## config.mk

```make
export PLATFORM = sky130hd
export DESIGN_NAME = rstcause_ctrl
export DESIGN_NICKNAME = d
export VERILOG_FILES = /design/src/rtl/rstcause_pkg.sv /design/src/rtl/rstcause_arbiter.sv /design/src/rtl/rstcause_stretch.sv /design/src/rtl/rstcause_regs.sv /design/src/rtl/rstcause_ctrl.sv
export SDC_FILE = /design/constraint.sdc
export NUM_CORES = 1
export LEC_CHECK = 0
export ABC_AREA = 1
export BUFFER_PORTS_ARGS = -buffer_cell sky130_fd_sc_hd__buf_2
export CAP_MARGIN = 0
export CORE_AREA = 10 10 59 61
export DETAILED_ROUTE_END_ITERATION = 7
export DIE_AREA = 0 0 69 71
export PLACE_DENSITY = 0.77
export SLEW_MARGIN = 30
export SYNTH_ARGS = -nofsm -noshare
export SYNTH_HDL_FRONTEND = slang
export SYNTH_SLANG_ARGS = --single-unit
```

## constraint.sdc

```tcl
create_clock -name clk -period 2.5 [get_ports clk]
set_clock_uncertainty 0.05 [all_clocks]
set_input_delay 0.25 -clock clk [delete_from_list [all_inputs] [get_ports clk]]
set_output_delay 0.25 -clock clk [all_outputs]
set_load 0.01 [all_outputs]
```

## src/rtl/rstcause_pkg.sv

```systemverilog
package rstcause_pkg;
  localparam int NBITS = 8;

  // Flag / enable bit positions (software decodes these)
  localparam int B_PIN   = 0;
  localparam int B_VMON  = 1;
  localparam int B_MCD   = 2;
  localparam int B_WDT   = 3;
  localparam int B_SW    = 4;
  localparam int B_CMP   = 5;
  localparam int B_FLASH = 6;
  localparam int B_RTC   = 7;

  localparam logic [NBITS-1:0] EN_MASK  = 8'hA6;  // storable enables
  localparam logic [NBITS-1:0] POR_FLAG = 8'h02;

  typedef enum logic [1:0] {
    OP_WRITE = 2'd0,
    OP_SET   = 2'd1,
    OP_CLEAR = 2'd2,
    OP_ALT   = 2'd3
  } bus_op_e;

  // rank 0 = highest priority; returns the flag bit position
  function automatic logic [2:0] prio_bit(input int rank);
    case (rank)
      0: prio_bit = 3'(B_VMON);
      1: prio_bit = 3'(B_PIN);
      2: prio_bit = 3'(B_WDT);
      3: prio_bit = 3'(B_MCD);
      4: prio_bit = 3'(B_FLASH);
      5: prio_bit = 3'(B_CMP);
      6: prio_bit = 3'(B_RTC);
      default: prio_bit = 3'(B_SW);
    endcase
  endfunction
endpackage

```

## src/rtl/rstcause_arbiter.sv

```systemverilog
module rstcause_arbiter
  import rstcause_pkg::*;
(
  input  logic [NBITS-1:0] req,
  output logic [NBITS-1:0] grant,
  output logic             any
);
  always_comb begin
    grant = '0;
    // walk from lowest to highest rank so the highest wins last
    for (int r = NBITS - 1; r >= 0; r--) begin
      if (req[prio_bit(r)]) begin
        grant = '0;
        grant[prio_bit(r)] = 1'b1;
      end
    end
    any = |req;
  end
endmodule

```

## src/rtl/rstcause_stretch.sv

```systemverilog
module rstcause_stretch #(
  parameter int LEN = 16
) (
  input  logic clk,
  input  logic por_n,
  input  logic trig,
  output logic active
);
  localparam int CW = $clog2(LEN + 1);
  logic [CW-1:0] cnt_q;

  always_ff @(posedge clk or negedge por_n) begin
    if (!por_n)            cnt_q <= CW'(LEN);
    else if (trig)         cnt_q <= CW'(LEN);
    else if (cnt_q != '0)  cnt_q <= cnt_q - CW'(1);
  end

  assign active = !por_n || (cnt_q != '0);
endmodule

```

## src/rtl/rstcause_regs.sv

```systemverilog
module rstcause_regs
  import rstcause_pkg::*;
#(
  parameter int                ADDR_W   = 8,
  parameter logic [ADDR_W-1:0] REG_ADDR = 8'h3C
) (
  input  logic              clk,
  input  logic              por_n,
  input  logic [ADDR_W-1:0] bus_addr,
  input  logic              bus_we,
  input  logic [1:0]        bus_op,
  input  logic [NBITS-1:0]  bus_wdata,
  input  logic              in_rst,
  input  logic              capture,
  input  logic [NBITS-1:0]  cause,
  output logic [NBITS-1:0]  rdata,
  output logic [NBITS-1:0]  en_q,
  output logic              sw_force
);
  logic             hit, wr_hit;
  logic [NBITS-1:0] nxt;
  logic [NBITS-1:0] flags_q;

  assign hit    = (bus_addr == REG_ADDR);
  assign wr_hit = bus_we && hit && !in_rst;

  // read operand of set/clear is the stored enable value
  always_comb begin
    case (bus_op)
      OP_SET:   nxt = en_q | bus_wdata;
      OP_CLEAR: nxt = en_q & ~bus_wdata;
      default:  nxt = bus_wdata;
    endcase
  end

  assign sw_force = wr_hit && nxt[B_SW];

  always_ff @(posedge clk or negedge por_n) begin
    if (!por_n) begin
      en_q    <= '0;
      flags_q <= POR_FLAG;
    end else begin
      if (wr_hit)  en_q    <= nxt & EN_MASK;
      if (capture) flags_q <= cause;
    end
  end

  assign rdata = hit ? flags_q : '0;
endmodule

```

## src/rtl/rstcause_ctrl.sv

```systemverilog
module rstcause_ctrl
  import rstcause_pkg::*;
#(
  parameter int                ADDR_W   = 8,
  parameter logic [ADDR_W-1:0] REG_ADDR = 8'h3C,
  parameter int                STRETCH  = 16
) (
  input  logic              clk,
  input  logic              por_n,
  input  logic              pin_req,
  input  logic              wdt_req,
  input  logic              mcd_req,
  input  logic              flash_req,
  input  logic              cmp_n,
  input  logic              rtc_req,
  input  logic              vmon_req,
  input  logic [ADDR_W-1:0] bus_addr,
  input  logic              bus_we,
  input  logic [1:0]        bus_op,
  input  logic [7:0]        bus_wdata,
  output logic [7:0]        bus_rdata,
  output logic              sys_rst,
  output logic              en_rtc,
  output logic              en_cmp,
  output logic              en_mcd,
  output logic              en_vmon
);
  logic [NBITS-1:0] en_q, req, grant;
  logic             any, sw_force, capture;

  always_comb begin
    req          = '0;
    req[B_PIN]   = pin_req;
    req[B_WDT]   = wdt_req;
    req[B_FLASH] = flash_req;
    req[B_SW]    = sw_force;
    req[B_VMON]  = vmon_req & en_q[B_VMON];
    req[B_MCD]   = mcd_req  & en_q[B_MCD];
    req[B_CMP]   = !cmp_n   & en_q[B_CMP];
    req[B_RTC]   = rtc_req  & en_q[B_RTC];
  end

  rstcause_arbiter arb_i (
    .req   (req),
    .grant (grant),
    .any   (any)
  );

  assign capture = any && !sys_rst;

  rstcause_stretch #(.LEN(STRETCH)) str_i (
    .clk    (clk),
    .por_n  (por_n),
    .trig   (capture),
    .active (sys_rst)
  );

  rstcause_regs #(.ADDR_W(ADDR_W), .REG_ADDR(REG_ADDR)) reg_i (
    .clk       (clk),
    .por_n     (por_n),
    .bus_addr  (bus_addr),
    .bus_we    (bus_we),
    .bus_op    (bus_op),
    .bus_wdata (bus_wdata),
    .in_rst    (sys_rst),
    .capture   (capture),
    .cause     (grant),
    .rdata     (bus_rdata),
    .en_q      (en_q),
    .sw_force  (sw_force)
  );

  assign en_rtc  = en_q[B_RTC];
  assign en_cmp  = en_q[B_CMP];
  assign en_mcd  = en_q[B_MCD];
  assign en_vmon = en_q[B_VMON];
endmodule

```

Word-level counts from Yosys, hierarchy flattened

Index checks and enable logic that the tools add are counted.

Word-level logic and storage cells: 85
Register bits after elaboration: 17

Mux-type cells: 36
Bitwise gates (word level): 7
Add/sub/neg operators: 1
Reduce and logical (&&, ||, !) cells: 19
Equal/unequal tests: 3
Order comparisons: 16

Operators by type and width:

| cell                | count |
|---|---|
| $mux 8              | 9 |
| $lt 3x4->1 const B  | 8 |
| $demux 1 s3         | 8 |
| $ge 3x1->1 const B  | 8 |
| $mux 3              | 8 |
| $pmux 8 s2          | 1 |
| $logic_and 1x1->1   | 12 |
| $mux 5              | 2 |
| $and 8x8->8         | 1 |
| $eq 8x6->1 const B  | 1 |
| $mux 1              | 8 |
| $not 8->8           | 1 |
| $or 8x8->8          | 1 |
| $reduce_or 8->1     | 1 |
| $reduce_bool 5->1   | 1 |
| $sub 5x1->5 const B | 1 |
| $and 1x1->1         | 4 |
| $logic_not 1->1     | 3 |
| $eq 2x1->1 const B  | 1 |
| $eq 2x2->1 const B  | 1 |
| $reduce_bool 2->1   | 1 |
| $logic_or 1x1->1    | 1 |

Longest topological paths before layout

Depth in word-level cells: 18
Mapped depth: 12

Modules after synthesis

A second synthesis with hierarchy kept.

Cells, all modules: 195
Area, all modules: 1211.2 um2

By module, submodules not included:

| module           | area an instance (um2) | seq. area each (um2) | cells each | times used |
|---|---|---|---|---|
| rstcause_regs    | 784.5                  | 301.5                | 123        | 1 |
| rstcause_stretch | 267.8                  | 126.4                | 34         | 1 |
| rstcause_arbiter | 116.4                  | 0.0                  | 28         | 1 |
| rstcause_ctrl    | 42.5                   | 0.0                  | 10         | 1 |

Least setup slack after synthesis

No wires, ideal clock.

Path kind: register -> register
Start point: register str_i.cnt_q[0]
End point: register str_i.cnt_q[0]
Clock period less this slack: 1.591 ns
Slack: 0.909 ns
Buffers on the path: 1
Required time: 2.333 ns
Data arrival time: 1.424 ns
Stages on the path, launching flop included: 13
Cells stage by stage: dfrtp_1 inv_1 ha_1 inv_1 nor2_2 nand2_4 nor2_8 nand3_4 nand2_2 nand2_4 buf_8 nand3_1 nand2_1

Longest elaborated chain between the ends: 8

RTL lines:

| what                                               | RTL line                                       | text |
|---|---|---|
| from (decl)                                        | rstcause_stretch.sv:10                         | `logic [CW-1:0] cnt_q;` |
| from (signal assigned)                             | rstcause_stretch.sv:13                         | `if (!por_n) cnt_q <= CW'(LEN);` |
| from (signal assigned)                             | rstcause_stretch.sv:14                         | `else if (trig) cnt_q <= CW'(LEN);` |
| from (signal assigned)                             | rstcause_stretch.sv:15                         | `else if (cnt_q != '0) cnt_q <= cnt_q - CW'(1);` |
| $reduce_bool 5->1                                  | rstcause_stretch.sv:15, rstcause_stretch.sv:18 |  |
| $logic_or 1x1->1                                   | rstcause_stretch.sv:18                         | `assign active = !por_n \|\| (cnt_q != '0);` |
| $logic_not 1->1                                    | rstcause_regs.sv:25, rstcause_ctrl.sv:49       |  |
| $logic_and 1x1->1                                  | rstcause_regs.sv:25                            | `assign wr_hit = bus_we && hit && !in_rst;` |
| $logic_and 1x1->1                                  | rstcause_regs.sv:36                            | `assign sw_force = wr_hit && nxt[B_SW];` |
| $reduce_or 8->1                                    | rstcause_arbiter.sv:17                         | `any = \|req;` |
| $logic_and 1x1->1                                  | rstcause_ctrl.sv:49                            | `assign capture = any && !sys_rst;` |
| $mux 5 / $reduce_bool 2->1 (equally long branches) | n/a                                            |  |

Parallel ways exist; a longest one is shown, timed or not. The select of a mux whose other input is x is not followed.
A chain may end at the register's enable or synchronous reset.

Worst setup path after layout

Start point: register str_i.cnt_q[0]
End point: output port sys_rst

Longest elaborated chain between the ends: 2

RTL lines:

| what              | RTL line               | text |
|---|---|---|
| $reduce_bool 5->1 | rstcause_stretch.sv:18 |  |
| $logic_or 1x1->1  | rstcause_stretch.sv:18 |  |
| to (decl)         | rstcause_ctrl.sv:22    | `output logic sys_rst,` |

Every way passes these cells.

==> flow_results.org <==
** Timing
- Setup TNS Final :: 0 ns
- At the pin with the least slew margin, the transition time is 0.278 ns.
- Setup slack on the critical path of the routed design comes to 0.671 ns.
- Final period util :: 0.732
- Highest clock rate :: 547 MHz
- The final count of hold timing violations was 0.
- The tightest hold path in the finished design has a slack of 0.152 ns.
- Measured against its own limit, the worst slew margin works out to 0.813.
- Shortest clock period the worst path allows after layout :: 1.83 ns
- Setup repair after global routing missed its margin :: false
- The number of pins with negative max-slew slack in the final report was 0.
- Setup violations remaining at the end of the flow were counted as 0.

** Floorplan
- Rows :: 18
- 41 I/O pins were placed.
- Chip Height :: 71 um
- Floorplan Core Area :: 0.00239 mm^2
- Starting utilization of the core area :: 0.464
- The die is 69 um wide.
- The floorplan step defined a die boundary enclosing 0.00490 mm^2.

** Layout
- Area of all sequential standard cells :: 428 um^2
- For this run, the post-layout net count is 219.
- The number of antenna diodes in the final layout is 0.
- In the final layout, the multi-input gates occupy 548 um^2.
- Counting the fill cells in the layout gives 236.
- From synthesis to final layout, the design area changed by 22.7%.
- Of the cells placed in the final design, the portion with a size suffix greater than 1 is 0.360.
- Post-route cell area :: 0.00136 mm^2

** Power
- Of the total power, combinational logic draws 0.318.
- Share of power burned in registers :: 0.498
- P_int :: 515 uW
- P per Cell Area :: 583 mW/mm^2
- VDD sags by at most 0.364 mV.
- Share of power burned in the clock network :: 0.184
- For this design the static power due to leakage is 0.000718 uW.
- Of the total power, the share spent switching nets is 0.350.
- Net load switching power :: 277 uW

** Worst setup path
- Cell depth of the worst flop-to-flop path :: 11
- For the worst setup path, the data required time is 2.20 ns.
- In this design, the critical path's most frequently occurring cell is inv_1.
- The most critical setup path has its startpoint at str_i.cnt_q[0].
- Max FO, Critical Path :: 5
- STA classifies the critical path endpoint as an output port.
- Crit Reg-Reg Startpoint :: str_i.cnt_q[0]
- The slowest stage of the critical path belongs to the cell dfrtp_1.
- The worst register-to-register path ends at reg_i.flags_q[4].
- Walking the worst path, the cells encountered are inv_1 -> ha_1 -> inv_1 -> nor2_2 -> nand2_4 -> nor2_8 -> inv_1 -> buf_2.
- Type of the worst setup path :: reg -> out
- Buffers & Inverters on Critical Path :: 4
- For flop-to-flop paths, the worst setup slack is 0.81 ns.
- CP Depth :: 8
- Dominant delay contributor by cell family on the critical path :: flip-flops
- At the worst endpoint, the arrival time is 1.53 ns.
- Critical Path Max Stage Delay :: 0.41 ns
- In this run the worst setup path terminates at sys_rst.
- Critical Path Start Type :: register

** Placement
- The wire-length estimate of the detail-placed layout is 2150 um.
- Worst Setup Slack post-DPL :: 0.744 ns
- Port buffering added 37 buffers.
- After detailed placement, the total cell area comes to 0.00132 mm^2.
- Gp weighted congestion :: 0.803

** Yosys
- Synth unique cells :: 22
- Top post-synthesis cells by area :: dfrtp_1, inv_1, nand2_1
- Yosys printed 0 warnings.
- The most used flip-flop cell after synthesis is dfrtp_1.
- Share of the synthesized area in the top cell type :: 0.339
- Async S/R FF share, synth :: 1.00
- Most used standard cells in the synthesized netlist :: inv_1, nand2_1, nor2_1
- Sequential share of the synthesized area :: 0.386
- Syn Area/Cell :: 7.69 um^2
- Count of flip-flops with a built-in enable after synthesis :: 0
- Combined area of all synthesized cells :: 0.00111 mm^2
- By instance count, the leading cell after synthesis is inv_1.
- Number of cells produced by synthesis :: 144
- After synthesis the netlist holds a flip-flop and latch count of 17.
- Number of nets produced by synthesis :: 176
- The largest total area in the synthesized netlist belongs to dfrtp_1.

** Drt
- DRT Pass-1 Iters :: 4
- Dividing the detail-routed wire length by the instance count gives 11.8 um.
- The routed layout has 1,019 vias.
- Antenna-violating nets left :: 0
- Detailed router's first-iteration violation count :: 40
- After detailed routing, the number of vias per cell comes to 4.72.
- The routed design has 2560 um of wire.
- After detailed routing, the number of remaining DRC violations is 0.

** Min path
- Worst min path class :: in -> reg

** Global routing
- Busiest grt layer :: met2
- Number of global-route vias before repair :: 1,095
- Entering global routing, the biggest net connects 19 pins.
- For met2 alone, demand over resource in global routing was 0.190.
- Global routing usage summed across all routing layers :: 0.104
- For met1 alone, demand over resource in global routing was 0.112.
- First-pass GRT wire length :: 4480 um
- The number of antenna violations at the first check in global routing was 0.
- Global routing finished with a remaining overflow of 0.
- Global routing usage on met3 :: 0.0181

** Job
- Across the run, the number of max-cap violations was 0.

** CTS
- Buffers inserted during clock tree synthesis total 3.
- Clock slew at reported path FFs :: 0.10 ns
- H-tree levels :: 1
- Buffers from clock root to sink, at most :: 2
- Clock Sink Count :: 17
- CTS placed an instance of clkbuf_4 at the clock tree root.
- TritonCTS built the clock tree.
- Worst skew pair latency :: 0.29 ns
- CTS-repair resized insts :: 0

** Status
- Run status :: finished, final reports clean
[power by group through the flow]
stage	logic, uW	registers (uW)	clock network (uW)
floorplan	191	387	0
global placement	233	393	0
detailed placement	249	397	0
CTS	252	393	146
global route	292	401	163
finish	252	395	145
[area by class of cell]
class / count / area share
Timing Repair Buffer: 39 / 0.149
Sequential cell: 17 / 0.315
Inverter: 31 / 0.0856
Multi-Input combinational cell: 95 / 0.403
Clock buffer: 4 / 0.0193
Tap cell: 30 / 0.0276
[how the worst min path moves through the flow]
stage | from | end | slack (ns) | cells after the start
2_1_floorplan | por_n | reg_i.en_q[1] | -0.1 | 0
3_3_place_gp | por_n | reg_i.flags_q[2] | 0.19 | 2
3_5_place_dp | por_n | reg_i.flags_q[2] | 0.19 | 2
4_1_cts | vmon_req | reg_i.flags_q[1] | 0.15 | 3
5_1_grt | vmon_req | reg_i.flags_q[1] | 0.16 | 3
6_report | vmon_req | reg_i.flags_q[1] | 0.15 | 3
[placed cells by master (no fill, tap or decap), drive strengths merged]
| cell | count |
|---|---|
| dfrtp | 15 |
| a21oi | 4 |
| dlygate4sd3 | 1 |
| buf | 38 |
| clkbuf | 4 |
| o21ai | 21 |
| dfstp | 2 |
| or2 | 2 |
| nor2 | 24 |
| xor2 | 1 |
| nand3b | 2 |
| ha | 4 |
| nor3 | 1 |
| nand2 | 31 |
| inv | 31 |
| nand3 | 5 |
[tightest hold or removal path: stages]
cell	delay (ns)
buf_2	0.10
nand2_2	0.08
o21ai_2	0.06
[registers in the layout (all words and copies together) (netlist names)]
| signal | count |
|---|---|
| str_i.cnt_q | 5 |
| reg_i.en_q | 4 |
| reg_i.flags_q | 8 |
[per-layer routing]
metal	routed length, um	up-vias
li1	-	525
met1	1080	450
met2	1270	38
met3	138	6
met4	59	0
met5	0	-
[repair_timing]
item | CTS | global route
setup buffers | 0 | 0
endpoints found under the hold margin | 15 | 0
hold buffers | 1 | 0
[stage by stage]
step	cells	total power [uW]	utilization
2_1_floorplan	144	578	-
4_1_cts	216	792	0.569
3_5_place_dp	211	647	0.554
5_1_grt	216	856	0.569
6_report	216	792	0.569
3_3_place_gp	211	626	0.554
[kinds of logic after synthesis]
kind of cell,Yosys count,share of synthesized area
xor gates and xnor gates,1,0.00791
adders and majority gates,4,0.0452
buffers and inverters,32,0.119
AOI/OAI and AO/OA,25,0.137
DFF,17,0.386
and+or+nand+nor,65,0.305
Note: power is estimated with default switching activity, not from simulation.
